File: src/rtl/scd_pkg.sv
package scd_pkg;

  // Instruction field positions (behavioural: the decode depends on them)
  localparam int INSTR_W   = 32;
  localparam int REG_IDX_W = 5;
  localparam int OPC_HI    = 31;
  localparam int OPC_LO    = 26;
  localparam int DST_HI    = 15;
  localparam int DST_LO    = 11;
  localparam int SHAMT_HI  = 10;
  localparam int SHAMT_LO  = 6;
  localparam int FN_HI     = 5;
  localparam int FN_LO     = 0;

  // Extension-space selector and subgroup function codes
  localparam logic [5:0] OPC_MEDIA  = 6'h1C;
  localparam logic [5:0] FN_GROUP0  = 6'h08;
  localparam logic [5:0] FN_GROUP1  = 6'h28;
  localparam logic [5:0] FN_GROUP2  = 6'h09;
  localparam logic [5:0] FN_GROUP3  = 6'h29;
  localparam logic [4:0] SA_COPY_LO = 5'h0E;

  typedef enum logic [2:0] {
    SG_NONE,
    SG_T0,
    SG_T1,
    SG_T2,
    SG_T3
  } subgroup_e;

  typedef enum logic [1:0] {
    ACT_IDLE,
    ACT_PASS,
    ACT_COPY,
    ACT_TRAP
  } action_e;

  function automatic subgroup_e subgroup_of(input logic [5:0] fn);
    unique case (fn)
      FN_GROUP0: subgroup_of = SG_T0;
      FN_GROUP1: subgroup_of = SG_T1;
      FN_GROUP2: subgroup_of = SG_T2;
      FN_GROUP3: subgroup_of = SG_T3;
      default:   subgroup_of = SG_NONE;
    endcase
  endfunction

endpackage

File: src/rtl/scd_decode.sv
module scd_decode
  import scd_pkg::*;
(
  input  logic                 valid,
  input  logic [INSTR_W-1:0]   instr,
  output action_e              action,
  output logic                 copy_hit,
  output logic                 trap_hit,
  output logic                 write_req,
  output logic [REG_IDX_W-1:0] dst_idx
);

  logic [5:0]           opc;
  logic [5:0]           fn;
  logic [4:0]           shamt;
  logic                 in_media;
  subgroup_e            group;
  logic [9:0]           unused_src_fields;

  assign opc      = instr[OPC_HI:OPC_LO];
  assign fn       = instr[FN_HI:FN_LO];
  assign shamt    = instr[SHAMT_HI:SHAMT_LO];
  assign dst_idx  = instr[DST_HI:DST_LO];
  assign in_media = (opc == OPC_MEDIA);
  assign group    = subgroup_of(fn);

  // Source indices are resolved by the register file, not here.
  assign unused_src_fields = instr[25:16];

  // Level 1: opcode; level 2: subgroup table; level 3: shift-amount arm.
  always_comb begin
    action = ACT_IDLE;
    if (valid) begin
      if (!in_media) begin
        action = ACT_PASS;
      end else begin
        action = ACT_TRAP;
        unique case (group)
          SG_T2: begin
            if (shamt == SA_COPY_LO) action = ACT_COPY;
          end
          SG_T0, SG_T1, SG_T3: action = ACT_TRAP;
          default:             action = ACT_TRAP;
        endcase
      end
    end
  end

  assign copy_hit  = (action == ACT_COPY);
  assign trap_hit  = (action == ACT_TRAP);
  assign write_req = copy_hit && (dst_idx != '0);

endmodule

File: src/rtl/scd_lane_cross.sv
module scd_lane_cross #(
  parameter int XLEN = 128
) (
  input  logic [XLEN/2-1:0] hi_lane_src,
  input  logic [XLEN/2-1:0] lo_lane_src,
  output logic [XLEN-1:0]   merged
);

  localparam int LANE = XLEN / 2;

  function automatic logic [XLEN-1:0] cross_lower(
    input logic [LANE-1:0] upper_from,
    input logic [LANE-1:0] lower_from
  );
    cross_lower = {upper_from, lower_from};
  endfunction

  assign merged = cross_lower(hi_lane_src, lo_lane_src);

endmodule

File: src/rtl/scd_commit.sv
module scd_commit
  import scd_pkg::*;
#(
  parameter int XLEN = 128,
  parameter int PC_W = 32
) (
  input  logic                 clk,
  input  logic                 rst_n,
  input  logic                 write_req,
  input  logic                 trap_hit,
  input  logic [XLEN-1:0]      value,
  input  logic [REG_IDX_W-1:0] dst_idx,
  input  logic [PC_W-1:0]      pc,
  input  logic [INSTR_W-1:0]   instr,
  output logic [XLEN-1:0]      result_q,
  output logic [REG_IDX_W-1:0] dest_q,
  output logic                 wr_en_q,
  output logic                 trap_q,
  output logic [PC_W-1:0]      trap_pc_q,
  output logic [INSTR_W-1:0]   trap_word_q
);

  always_ff @(posedge clk or negedge rst_n) begin
    if (!rst_n) begin
      wr_en_q <= 1'b0;
      trap_q  <= 1'b0;
    end else begin
      wr_en_q <= write_req;
      trap_q  <= trap_hit;
    end
  end

  always_ff @(posedge clk or negedge rst_n) begin
    if (!rst_n) begin
      result_q <= '0;
      dest_q   <= '0;
    end else if (write_req) begin
      result_q <= value;
      dest_q   <= dst_idx;
    end
  end

  always_ff @(posedge clk or negedge rst_n) begin
    if (!rst_n) begin
      trap_pc_q   <= '0;
      trap_word_q <= '0;
    end else if (trap_hit) begin
      trap_pc_q   <= pc;
      trap_word_q <= instr;
    end
  end

  // a trap and a write never share a cycle
  a_r5_trap_blocks_write: assert property (@(posedge clk) disable iff (!rst_n)
    trap_q |-> !wr_en_q);

  // trap report holds between traps
  a_r8_trap_report_holds: assert property (@(posedge clk) disable iff (!rst_n)
    !trap_q |-> ($stable(trap_pc_q) && $stable(trap_word_q)));

  // result and index hold between writes
  a_r8_result_holds: assert property (@(posedge clk) disable iff (!rst_n)
    !wr_en_q |-> ($stable(result_q) && $stable(dest_q)));

endmodule

File: src/rtl/simd_copy_unit.sv
module simd_copy_unit
  import scd_pkg::*;
#(
  parameter int XLEN = 128,
  parameter int PC_W = 32
) (
  input  logic                 clk,
  input  logic                 rst_n,
  input  logic                 valid_i,
  input  logic [INSTR_W-1:0]   instr_i,
  input  logic [PC_W-1:0]      pc_i,
  input  logic [XLEN-1:0]      src_a_i,
  input  logic [XLEN-1:0]      src_b_i,
  output logic [XLEN-1:0]      result_o,
  output logic [REG_IDX_W-1:0] dest_o,
  output logic                 wr_en_o,
  output logic                 trap_o,
  output logic [PC_W-1:0]      trap_pc_o,
  output logic [INSTR_W-1:0]   trap_word_o
);

  localparam int LANE = XLEN / 2;

  action_e              dec_action;
  logic                 dec_copy;
  logic                 dec_trap;
  logic                 dec_write;
  logic [REG_IDX_W-1:0] dec_dst;
  logic [XLEN-1:0]      lane_value;
  logic [2*(XLEN-LANE)-1:0] unused_upper_lanes;

  // Only the lower lanes feed the copy; upper halves are architecturally dropped.
  assign unused_upper_lanes = {src_a_i[XLEN-1:LANE], src_b_i[XLEN-1:LANE]};

  scd_decode u_decode (
    .valid     (valid_i),
    .instr     (instr_i),
    .action    (dec_action),
    .copy_hit  (dec_copy),
    .trap_hit  (dec_trap),
    .write_req (dec_write),
    .dst_idx   (dec_dst)
  );

  scd_lane_cross #(.XLEN(XLEN)) u_lanes (
    .hi_lane_src (src_a_i[LANE-1:0]),
    .lo_lane_src (src_b_i[LANE-1:0]),
    .merged      (lane_value)
  );

  scd_commit #(.XLEN(XLEN), .PC_W(PC_W)) u_commit (
    .clk         (clk),
    .rst_n       (rst_n),
    .write_req   (dec_write),
    .trap_hit    (dec_trap),
    .value       (lane_value),
    .dst_idx     (dec_dst),
    .pc          (pc_i),
    .instr       (instr_i),
    .result_q    (result_o),
    .dest_q      (dest_o),
    .wr_en_q     (wr_en_o),
    .trap_q      (trap_o),
    .trap_pc_q   (trap_pc_o),
    .trap_word_q (trap_word_o)
  );

  // index 0 is never written
  a_r4_no_zero_write: assert property (@(posedge clk) disable iff (!rst_n)
    wr_en_o |-> (dest_o != '0));

  // a copy arm decode produces no trap in the next cycle
  a_r2_copy_no_trap: assert property (@(posedge clk) disable iff (!rst_n)
    dec_copy |=> !trap_o);

  // upper lane of the result came from the lower lane of the first source
  a_r3_upper_lane: assert property (@(posedge clk) disable iff (!rst_n)
    wr_en_o |-> (result_o[XLEN-1:LANE] == $past(src_a_i[LANE-1:0])));

  // lower lane of the result came from the lower lane of the second source
  a_r3_lower_lane: assert property (@(posedge clk) disable iff (!rst_n)
    wr_en_o |-> (result_o[LANE-1:0] == $past(src_b_i[LANE-1:0])));

  // foreign opcodes never write or trap
  a_r6_foreign_quiet: assert property (@(posedge clk) disable iff (!rst_n)
    (dec_action == ACT_PASS) |=> (!wr_en_o && !trap_o));

  // no valid input, no strobe next cycle
  a_r7_idle_quiet: assert property (@(posedge clk) disable iff (!rst_n)
    !valid_i |=> (!wr_en_o && !trap_o));

  // trap report names the instruction that trapped
  a_r5_trap_word: assert property (@(posedge clk) disable iff (!rst_n)
    trap_o |-> (trap_word_o == $past(instr_i) && trap_pc_o == $past(pc_i)));

endmodule

File: config.mk
export PLATFORM = sky130hd
export DESIGN_NAME = simd_copy_unit
export DESIGN_NICKNAME = d
export VERILOG_FILES = /design/src/rtl/scd_pkg.sv /design/src/rtl/scd_decode.sv /design/src/rtl/scd_lane_cross.sv /design/src/rtl/scd_commit.sv /design/src/rtl/simd_copy_unit.sv
export SDC_FILE = /design/constraint.sdc
export NUM_CORES = 1
export LEC_CHECK = 0
export ABC_CLOCK_PERIOD_IN_PS = 900
export BUFFER_PORTS_ARGS = -buffer_cell sky130_fd_sc_hd__buf_4
export CAP_MARGIN = 20
export CELL_PAD_IN_SITES_DETAIL_PLACEMENT = 1
export CELL_PAD_IN_SITES_GLOBAL_PLACEMENT = 1
export CORE_AREA = 2 2 205 207
export DETAILED_ROUTE_END_ITERATION = 6
export DIE_AREA = 0 0 207 209
export GPL_TIMING_DRIVEN = 0
export PLACE_DENSITY_LB_ADDON = 0.1
export SYNTH_ARGS = -nofsm -noshare
export SYNTH_HDL_FRONTEND = slang
export SYNTH_SLANG_ARGS = --single-unit
File: constraint.sdc
create_clock -name clk -period 0.9 [get_ports clk]
set_input_delay 0.045 -clock clk [delete_from_list [all_inputs] [get_ports clk]]
set_output_delay 0.045 -clock clk [all_outputs]
set_load 0.01 [all_outputs]
### Yosys cells after proc, flatten, opt, wreduce, memory -nomap -nowiden

Cells that the tools add are included.

| storage, ports and cells | value |
|---|---|
| register bits after elaboration | 199 |
| bits of input ports | 323 |
| output and inout port bits | 199 |
| word-level logic and storage cells | 22 |

| cells by class | value |
|---|---|
| eq/ne operators | 9 |
| muxes and demuxes | 5 |
| reduce and logical (&&, ||, !) cells | 2 |

Operators with widths:

| cell | number |
|---|---|
| $eq 6x4->1 const B | 2 |
| $eq 6x6->1 const B | 2 |
| $pmux 3 s4 | 1 |
| $eq 6x5->1 const B | 1 |
| $eq 5x4->1 const B | 1 |
| $reduce_bool 5->1 | 1 |
| $eq 2x2->1 const B | 2 |
| $mux 2 | 2 |
| $eq 3x2->1 const B | 1 |
| $mux 1 | 2 |
| $logic_and 1x1->1 | 1 |

### Depth between registers and ports, before layout

| logic depth | value |
|---|---|
| depth after elaboration | 8 |
| gate-level depth with buffers | 6 |
| gate-level depth less buffers | 4 |

### Modules after synthesis

Synthesis repeated with hierarchy kept, for this count alone.

| unflattened totals | value |
|---|---|
| cells, all modules | 565 |
| area, all modules | 8753.4 um2 |

Modules (own cells, without submodules):

| module | instances | cells an instance | area an instance (um2) | seq. area each (um2) |
|---|---|---|---|---|
| scd_commit | 1 | 418 | 7642.3 | 4979.8 |
| scd_lane_cross | 1 | 128 | 960.9 | 0.0 |
| scd_decode | 1 | 19 | 150.1 | 0.0 |

### Worst setup path before layout

Ideal clock, no wire load.

| timing path | value |
|---|---|
| path type | in2reg |
| start point | in instr_i[1] |
| end point | reg u_commit.result_q[100] |
| library setup time | 127 ps |
| arrival time | 1495 ps |
| data required time | 773 ps |
| slack | -723 ps |
| stages | 6 |
| path buffers | 2 |
| cell sequence | nor4b_1 nand4_1 nor3_2 buf_4 buf_6 mux2_1 |

| between the ends | value |
|---|---|
| longest elaborated chain between the ends | 8 |
| elaborated cells on any way between the ends | 11 |
| classes of those cells | 6 x eq/ne; 4 x mux; 1 x reduce/logical |

RTL lines:

| item | line | text |
|---|---|---|
| from (decl) | simd_copy_unit.sv:10 | `input logic [INSTR_W-1:0] instr_i,` |
| $eq 6x6->1 or $eq 6x4->1 (tied branches) | scd_pkg.sv:39 | `unique case (fn)` |
| $pmux 3 s4 (*) | scd_pkg.sv:39 |  |
| $eq 3x2->1 (*) | scd_decode.sv:38 | `unique case (group)` |
| $mux 1 (*) | scd_decode.sv:38 |  |
| $mux 2 (*) | scd_decode.sv:34 | `if (!in_media) begin` |
| $mux 2 (*) | scd_decode.sv:33 | `if (valid) begin` |
| $eq 2x2->1 (*) | scd_decode.sv:49 | `assign copy_hit = (action == ACT_COPY);` |
| $logic_and 1x1->1 (*) | scd_decode.sv:51 | `assign write_req = copy_hit && (dst_idx != '0);` |
| to (signal assigned) | scd_commit.sv:38 | `result_q <= value;` |
| to (decl) | scd_commit.sv:15 | `output logic [XLEN-1:0] result_q,` |

Every way passes the cells marked *; elsewhere a longest branch is shown, timed or not.
A chain may end at the register's enable or synchronous reset.

### Worst setup path after layout

| timing path | value |
|---|---|
| start point | in instr_i[11] |
| end point | reg u_commit.result_q[9] |

| between the ends | value |
|---|---|
| longest elaborated chain between the ends | 2 |

RTL lines:

| item | line |
|---|---|
| $reduce_bool 5->1 | scd_decode.sv:51 |
| $logic_and 1x1->1 | scd_decode.sv:51 |

No other way between the ends.

==> metrics.txt <==
Critical Path RT 1240 ps; later-pin clock latency in the skew report 450 ps; number of fill cells in the layout 4385; CP arrival 1750 ps; initial antenna violation count 0; drt pass-1 iters 4; placed instance area 11150 um2; Worst VDD drop 1294 uV; Final Power 21.52 mW; fin crit share 157.5%; Synth area leader dfrtp_1; setup TNS -100950 ps; GRT Resource Usage Total 12.82%; residual DRC count 0; Slew Limit Fails 0; CTS tree built; number of I/O port buffers between 300 and 400; post-layout min period 1417 ps; final core utilization 35.38%; final setup vio count between 300 and 400; post-synth top area share 67.40%; Syn Nets 751; # rows 75; RSZ-0062 raised after global routing yes; Syn Area/Cell roughly 17 um2; #FFs+latches synth between 150 and 200; share of layout cells above drive strength 1 60.86%; hpwl dp 19.43 mm; CTS Hold Bufs 186; design area ~15000 um2; die area 43260 um2; worst hold slack -382.8 ps; Hold/Removal Path Class primary input to asynchronous set/reset pin; failing checks negative hold slack, negative setup slack; critical path capture point type flop; pin count of the biggest net entering global routing 103; # IOs 522; final wirelength 28.51 mm; synth top area cells dfrtp_1 67%, mux2_2 20%, mux2_1 9.0%; status finished with violations; Clock transition at path regs 70 ps; drt via density 3.724; Initial DRC Count ~140; CTS root buf clkbuf_16; Final Hold Viols 97; Die Height between 200 and 250 um; maximum buffer depth of the clock tree 2; crit path max fanout 9; Yosys cell types 15; Max Cap Violations 0; Worst Setup Path Type primary input to flop; critical path startpoint category primary input; synth-to-layout area growth 97.75%; Power Density about 1500 nW/um2; clk sinks between 150 and 200; Synth Warn # 0; initial core utilization 17.89%; global route overflow 0; DR WL/cell 17.74 um; fmax a little over 0.7 GHz; vias in the first global route roughly 6700; via count ~6000; # diodes 0; leakage power 7.583 nW; Clock Skew 0 ps; CORE AREA 41290 um2; routability cong. 0.6874; sequential area share after synthesis 67.40%; Max transition margin 42.91%; Slew @ Worst Pin 856.4 ps; final worst slack -517.3 ps; nets@finish between 1000 and 1500; mapped cell area 7388 um2; CTS Buf Count 17; Die X roughly 210 um; Synth Instances about 430; H-tree lvl count 4; post-route ant nets 0; first-pass GRT wire length 42.03 mm
-- layout by cell type (no fill, tap or decap), types with 2 or more instances in the layout --
master           n
mux2_2          87
buf_12          19
nand2b_1         3
mux2_1          19
dfrtp_1        199
clkbuf_8         3
clkbuf_1         3
buf_4          405
buf_16           2
bufinv_16        6
and2_1           3
nor4b_4          2
dlygate4sd3_1  186
mux2_4          85
nand4_1          2
buf_8            3
clkbuf_16       24
buf_6            8
-- final cells by class --
class | count | area [um2] | share of cell area (%)
Clock inverter | 8 | 192.7 | 1.319
Clock buffer | 23 | 478.0 | 3.271
Inverter | 1 | 3.754 | 0.02569
Sequential cell | 199 | 4980 | 34.08
Multi-Input combinational cell | 207 | 2634 | 18.03
Tap cell | 539 | 674.4 | 4.616
Buffer | 21 | 401.6 | 2.749
Timing Repair Buffer | 609 | 5246 | 35.91
-- Yosys cell counts --
cell type	number
dfrtp_1	199
mux2_2	132
mux2_1	59
buf_2	14
buf_6	6
nand2b_1	4
and2_1	3
nand4_1	2
nor2_1	2
nor4b_1	2
and4b_1	1
buf_4	1
inv_1	1
nor3_2	1
or4_1	1
-- through the flow --
stage / worst slack, ps / std cells
2_1_floorplan: -591.6 / 428
3_3_place_gp: -2039 / 1360
3_5_place_dp: -1379 / 1361
4_1_cts: -559.2 / 1588
5_1_grt: -599.3 / 1607
6_report: -517.3 / 1607
-- timing repair --
item | 4_1_cts | 5_1_grt
gates cloned | 1 | 8
hold endpoints to repair | 288 | 97
pin swaps | 2 | 4
resized for setup | 62 | 86
setup endpoints to repair | 398 | 398
buffers inserted | 9 | 11
-- registers in the layout, summed over array words and instances (netlist names) --
register,count
u_commit.dest_q,5
u_commit.trap_word_q,32
u_commit.wr_en_q,1
u_commit.result_q,128
u_commit.trap_q,1
u_commit.trap_pc_q,32
-- cells by family after synthesis --
family,share of synthesized area (%)
AND/OR/NAND/NOR,1.473
multiplexers,29.11
flip-flops,67.40
buffers and inverters,2.015
-- layer usage --
layer	track usage, %	part of all wire, %
met2	20.61	49
met4	4.532	1.6
met3	4.524	6.7
met1	15.91	43
met5	0	0
-- report_power, final --
group	total (mW)	internal [mW]	switching (mW)
combinational	2.99	1.93	1.05
clock	9.02	5.43	3.60
sequential	9.51	9.31	0.199
-- worst max-delay path, cell delays in order --
cell	delay [ps]
buf_4	130
or4_4	560
nor2_4	150
nor3_4	60
buf_12	150
buf_6	130
buf_6	110
buf_8	120
mux2_4	300
-- worst paths after layout --
check,start,endpoint,slack (ps),depth (start not counted)
worst min register to register,u_commit.trap_word_q[29]$_DFFE_PN0N_,u_commit.trap_word_q[29]$_DFFE_PN0N_,480,1
max in group asynchronous,rst_n,u_commit.trap_word_q[1]$_DFFE_PN0N_,270,2
worst min-delay path,rst_n,u_commit.result_q[72]$_DFFE_PN0P_,-380,1
worst max-delay path,instr_i[11],u_commit.result_q[9]$_DFFE_PN0P_,-520,9
min in group clk,src_a_i[44],u_commit.result_q[108]$_DFFE_PN0P_,350,3
worst max register to register,u_commit.result_q[9]$_DFFE_PN0P_,u_commit.result_q[9]$_DFFE_PN0P_,110,1
(Power assumes the default switching activity.)
